[config.mk]
export PLATFORM = sky130hd
export DESIGN_NAME = wdt_tick_timer
export DESIGN_NICKNAME = d
export VERILOG_FILES = /design/src/rtl/wdt_pkg.sv /design/src/rtl/wdt_state_cnt.sv /design/src/rtl/wdt_ctrl_reg.sv /design/src/rtl/wdt_fire.sv /design/src/rtl/wdt_tick_timer.sv
export SDC_FILE = /design/constraint.sdc
export NUM_CORES = 1
export LEC_CHECK = 0
export ABC_AREA = 1
export BUFFER_PORTS_ARGS = -buffer_cell sky130_fd_sc_hd__buf_2
export CAP_MARGIN = 25
export CELL_PAD_IN_SITES_DETAIL_PLACEMENT = 1
export CELL_PAD_IN_SITES_GLOBAL_PLACEMENT = 2
export CORE_AREA = 2 2 39 41
export CTS_CLUSTER_DIAMETER = 60
export CTS_CLUSTER_SIZE = 24
export DETAILED_ROUTE_END_ITERATION = 10
export DIE_AREA = 0 0 41 43
export PLACE_DENSITY_LB_ADDON = 0.1
export SLEW_MARGIN = 20
export SYNTH_ARGS = -nofsm -noshare
export SYNTH_HDL_FRONTEND = slang
export SYNTH_SLANG_ARGS = --single-unit
[constraint.sdc]
create_clock -name clk_i -period 2.6 [get_ports clk_i]
set_input_delay 0.39 -clock clk_i [delete_from_list [all_inputs] [get_ports clk_i]]
set_output_delay 0.39 -clock clk_i [all_outputs]
set_load 0.01 [all_outputs]
[src/rtl/wdt_pkg.sv]
package wdt_pkg;
  localparam int unsigned SVC_BIT = 3;
  localparam int unsigned SLP_BIT = 2;
endpackage

[src/rtl/wdt_state_cnt.sv]
module wdt_state_cnt #(
  parameter int unsigned CNT_W = 2
) (
  input  logic             clk_i,
  input  logic             rst_ni,
  input  logic             clr_i,
  input  logic             tick_i,
  output logic [CNT_W-1:0] cnt_o,
  output logic             term_o
);
  localparam logic [CNT_W-1:0] CNT_MAX = {CNT_W{1'b1}};

  logic [CNT_W-1:0] cnt_q;

  always_ff @(posedge clk_i or negedge rst_ni) begin
    if (!rst_ni)                       cnt_q <= '0;
    else if (clr_i)                    cnt_q <= '0;
    else if (tick_i && cnt_q != CNT_MAX) cnt_q <= cnt_q + 1'b1;
  end

  assign cnt_o  = cnt_q;
  assign term_o = (cnt_q == CNT_MAX);
endmodule

[src/rtl/wdt_ctrl_reg.sv]
module wdt_ctrl_reg #(
  parameter int unsigned CNT_W = 2,
  localparam int unsigned REG_W = CNT_W + 2
) (
  input  logic             clk_i,
  input  logic             rst_ni,
  input  logic             sys_clr_i,
  input  logic             wr_i,
  input  logic [REG_W-1:0] wdata_i,
  input  logic [CNT_W-1:0] cnt_i,
  output logic             svc_o,
  output logic [REG_W-1:0] rdata_o
);
  import wdt_pkg::*;

  logic sleep_q;
  logic unused_wdata;

  // Low write bits map onto the read-only counter.
  assign unused_wdata = ^wdata_i[CNT_W-1:0];

  always_ff @(posedge clk_i or negedge rst_ni) begin
    if (!rst_ni)        sleep_q <= 1'b0;
    else if (sys_clr_i) sleep_q <= 1'b0;
    else if (wr_i)      sleep_q <= wdata_i[CNT_W];
  end

  assign svc_o   = wr_i & wdata_i[REG_W-1];
  assign rdata_o = {1'b0, sleep_q, cnt_i};
endmodule

[src/rtl/wdt_fire.sv]
module wdt_fire (
  input  logic clk_i,
  input  logic rst_ni,
  input  logic term_i,
  input  logic tick_fast_i,
  input  logic block_i,
  output logic req_o
);
  logic req_q;

  // The request clears itself, because it acts as the system reset.
  always_ff @(posedge clk_i or negedge rst_ni) begin
    if (!rst_ni)    req_q <= 1'b0;
    else if (req_q) req_q <= 1'b0;
    else            req_q <= term_i & tick_fast_i & ~block_i;
  end

  assign req_o = req_q;
endmodule

[src/rtl/wdt_tick_timer.sv]
module wdt_tick_timer #(
  parameter int unsigned CNT_W = 2,
  localparam int unsigned REG_W = CNT_W + 2
) (
  input  logic             clk_i,
  input  logic             rst_ni,
  input  logic             tick_slow_i,
  input  logic             tick_fast_i,
  input  logic             inhibit_i,
  input  logic             reg_wr_i,
  input  logic [REG_W-1:0] reg_wdata_i,
  output logic [REG_W-1:0] reg_rdata_o,
  output logic             rst_req_o
);
  logic [CNT_W-1:0] cnt;
  logic             term;
  logic             svc;
  logic             req;
  logic             cnt_clr;

  assign cnt_clr = svc | inhibit_i | req;

  wdt_state_cnt #(.CNT_W(CNT_W)) i_cnt (
    .clk_i  (clk_i),
    .rst_ni (rst_ni),
    .clr_i  (cnt_clr),
    .tick_i (tick_slow_i),
    .cnt_o  (cnt),
    .term_o (term)
  );

  wdt_ctrl_reg #(.CNT_W(CNT_W)) i_reg (
    .clk_i     (clk_i),
    .rst_ni    (rst_ni),
    .sys_clr_i (req),
    .wr_i      (reg_wr_i),
    .wdata_i   (reg_wdata_i),
    .cnt_i     (cnt),
    .svc_o     (svc),
    .rdata_o   (reg_rdata_o)
  );

  wdt_fire i_fire (
    .clk_i       (clk_i),
    .rst_ni      (rst_ni),
    .term_i      (term),
    .tick_fast_i (tick_fast_i),
    .block_i     (svc | inhibit_i),
    .req_o       (req)
  );

  assign rst_req_o = req;
endmodule

==> summary.txt <==
Pwr
  • Clock power share: 44.3%
  • Reg power frac: 40.2%
  • Int Power: 129 uW
  • PwrDens: 541 nW/um^2
  • LEAKAGE: 0.000171 uW
  • Worst vdd ir: 0.208 mV
  • Comb power frac: 15.4%
  • Switching share of power: 23.9%
  • Switch Pwr: 40.6 uW

Worst setup path
  • Top delay family on crit path: flip-flops
  • Delay of the slowest cell on the worst path: 0.40 ns
  • Setup CP Type: reg -> out
  • CP Launch Type: register
  • WP data required: 2.21 ns
  • Critical path buffers and inverters: 1
  • Critical path endpoint category: output pin
  • CP max-delay cell: dfrtp_1
  • Setup crit start: i_cnt.cnt_o[0]$_DFFE_PN0P_
  • Arr. time, crit path: 0.79 ns
  • Crit Reg-Reg Startpoint: i_cnt.cnt_o[0]$_DFFE_PN0P_
  • Crit Path Max Fanout: 4
  • Crit path cell chain: buf_2

Logic synthesis
  • Area leader, netlist: dfrtp_1
  • EDFF count, synth: 0
  • Share of the synthesized area in the top cell type: 45.2%
  • Synth Area in Simple Gates: 31.6%
  • Register area share after synthesis: 45.2%
  • Post-Syn Nets: 38
  • Ys Warns: 0
  • Compound-Gate Fraction of Synth Area: 3.95%
  • Commonest cells post-synth: nand2_1 (5), dfrtp_1 (4), nor2_1 (3)
  • Synth Area in XOR/XNOR: 0%
  • Post-synthesis adder-cell area fraction: 5.65%
  • Proportion of synthesized area in mux cells: 0%
  • Post-synthesis cell area: 221 um^2
  • Top post-synthesis cells by area: dfrtp_1 (45%), nand2_1 (8.5%), buf_4 (6.8%)
  • Top-count cell post-synth: nand2_1
  • Yosys cell types: 13
  • Syn_area_per_cell: 8.20 um^2
  • Seq cells post-synth: 4
  • Ys async rst share: 100%
  • Ys flop type: dfrtp_1
  • Combinational family with the most area after synthesis: simple AND/OR/NAND/NOR gates
  • Synth Instances: 27

Global route
  • Global-route wire length before repair: 821 um
  • Largest net degree at the start of global routing: 5
  • Global Route Usage Sum: 7.58%
  • Initial antenna violation count: 0
  • Grt ovf: 0
  • Vias in the first global route: 212

Drt
  • WL/cell: 9.61 um
  • WL met3: 27 um
  • Antenna viol nets, final: 0
  • WL met2: 284 um
  • Drt total wl: 538 um
  • Initial DRT Pass Iterations: 2
  • Top Layer Used: met3
  • DRT iter0 DRCs: 4
  • WL met1: 226 um
  • DR vias/cell: 3.86
  • Via count: 216
  • Remaining DRCs: 0

STA
  • F_max: 850 MHz
  • Final Hold Fails: 0
  • Min cycle time layout: 1.18 ns
  • Final Skew: 0.00441 ns
  • Unrepaired setup endpoints after global routing: no
  • Fin crit share: 45.2%
  • Setup TNS: 0 ns
  • Final setup fails: 0
  • Slew Limit Fails: 0

Run status
  • Status: finished, final reports clean

Job
  • MaxCap Viol Count: 0

Clock tree
  • TritonCTS clock tree: built
  • Clock Tree Root: clkbuf_4
  • H-tree depth: 1
  • Sink Count: 4
  • Clock Tree Buf Depth: 2
  • Clock-pin transition on the worst setup and hold timing paths: 0.04 ns
  • Clk Latency, worst-skew pair: 0.23 ns
  • CTS Buf Count: 3

Finish
  • FF+latch area: 100 um^2
  • Fillers: 171
  • N_diodes: 0
  • Synth-to-Final Area Change: 41.8%
  • Core Util, Final: 22.7%
  • Finished Layout Cells: 56
  • Share of cells above drive strength 1: 50.0%
  • Layout Nets: 53
  • Area taken by multi-input logic gates: 95.1 um^2

Place
  • Number of buffers added on ports: 11
  • Post-Place Cells: 52
  • RD Place Congestion: 0.703
  • HPWL after DPL: 441 um

Die
  • Die X: 41 um
  • Core region area: 1380 um^2
  • Initial Util: 16.0%
  • # rows: 14
  • Die H: 43 um
  • DIE AREA: 1760 um^2
  • I/O Pins: 15

Min path
  • Hold_sp: tick_fast_i
  • HP Class: in -> reg
## final cells by class
type | instances | area share (%)
Sequential cell | 4 | 31.9
Multi-Input combinational cell | 18 | 30.3
Timing Repair Buffer | 12 | 20.7
Clock buffer | 3 | 7.17
Tap cell | 16 | 6.37
Inverter | 3 | 3.59
## layer usage
| layer | track usage [%] | vias up |
|---|---|---|
| li1 | - | 105 |
| met1 | 6.89 | 106 |
| met2 | 12.2 | 5 |
| met3 | 6.28 | 0 |
| met4 | 2.00 | 0 |
| met5 | 0 | - |
## metrics by stage
step | cell area [um^2] | hold slack (ns) | power (uW) | setup WS (ns)
final | 314 | 0.378 | 170 | 1.42
after global routing | 314 | 0.383 | 186 | 1.38
after CTS | 314 | 0.373 | 176 | 1.41
after detailed placement | 282 | 0.202 | 94.6 | 1.58
after global placement | 282 | 0.202 | 93.6 | 1.58
after floorplan | 221 | 0.0944 | 84.4 | 1.61
## cell families after synthesis
kind of cell	count (synthesis)
and+or+nand+nor	15
buffers and inverters	5
DFF	4
AOI/OAI and AO/OA	1
adders and majority gates	1
other	1
## state kept, by name (all words and copies together) (netlist names)
register / flops
i_reg.sleep_q: 1
i_fire.req_o: 1
i_cnt.cnt_o: 2
## final timing paths
path | endpoint | slack (ns) | cells past startpoint
hold / removal | i_fire.req_o$_DFF_PN0_ | 0.38 | 3
min in group asynchronous | i_reg.sleep_q$_DFFE_PN0P_ | 0.51 | 2
hold reg to reg | i_reg.sleep_q$_DFFE_PN0P_ | 0.48 | 1
setup reg to reg | i_cnt.cnt_o[0]$_DFFE_PN0P_ | 1.59 | 6
max in group asynchronous | i_cnt.cnt_o[0]$_DFFE_PN0P_ | 1.97 | 2
setup / recovery | reg_rdata_o[0] | 1.42 | 1
## placed cells by master, fill, tap and decap left out, types with 2 or more instances in the layout
cell type / synthesis / routed
nand3_1: 2 / 2
nand2_2: 2 / 2
buf_2: 0 / 11
nand2_1: 5 / 5
nor2_1: 3 / 3
clkbuf_4: 0 / 3
inv_1: 2 / 2
nor2_2: 2 / 2
dfrtp_1: 4 / 4
## power by group through the flow
| stage | sequential [uW] | clock (uW) | combinational (uW) |
|---|---|---|---|
| floorplan | 69.7 | 0 | 14.7 |
| global placement | 69.1 | 0 | 24.5 |
| detailed placement | 69.1 | 0 | 25.5 |
| CTS | 68.3 | 80.4 | 27.2 |
| global route | 68.6 | 87.7 | 29.8 |
| finish | 68.3 | 75.3 | 26.2 |
## timing repair
item | 4_1_cts | 5_1_grt
setup buffers | 0 | 0
gates resized for setup | 0 | 0
hold buffers | 1 | 0
endpoints found under the setup margin | 0 | 0
hold endpoints to repair | 4 | 0
(Power assumes the default switching activity.)
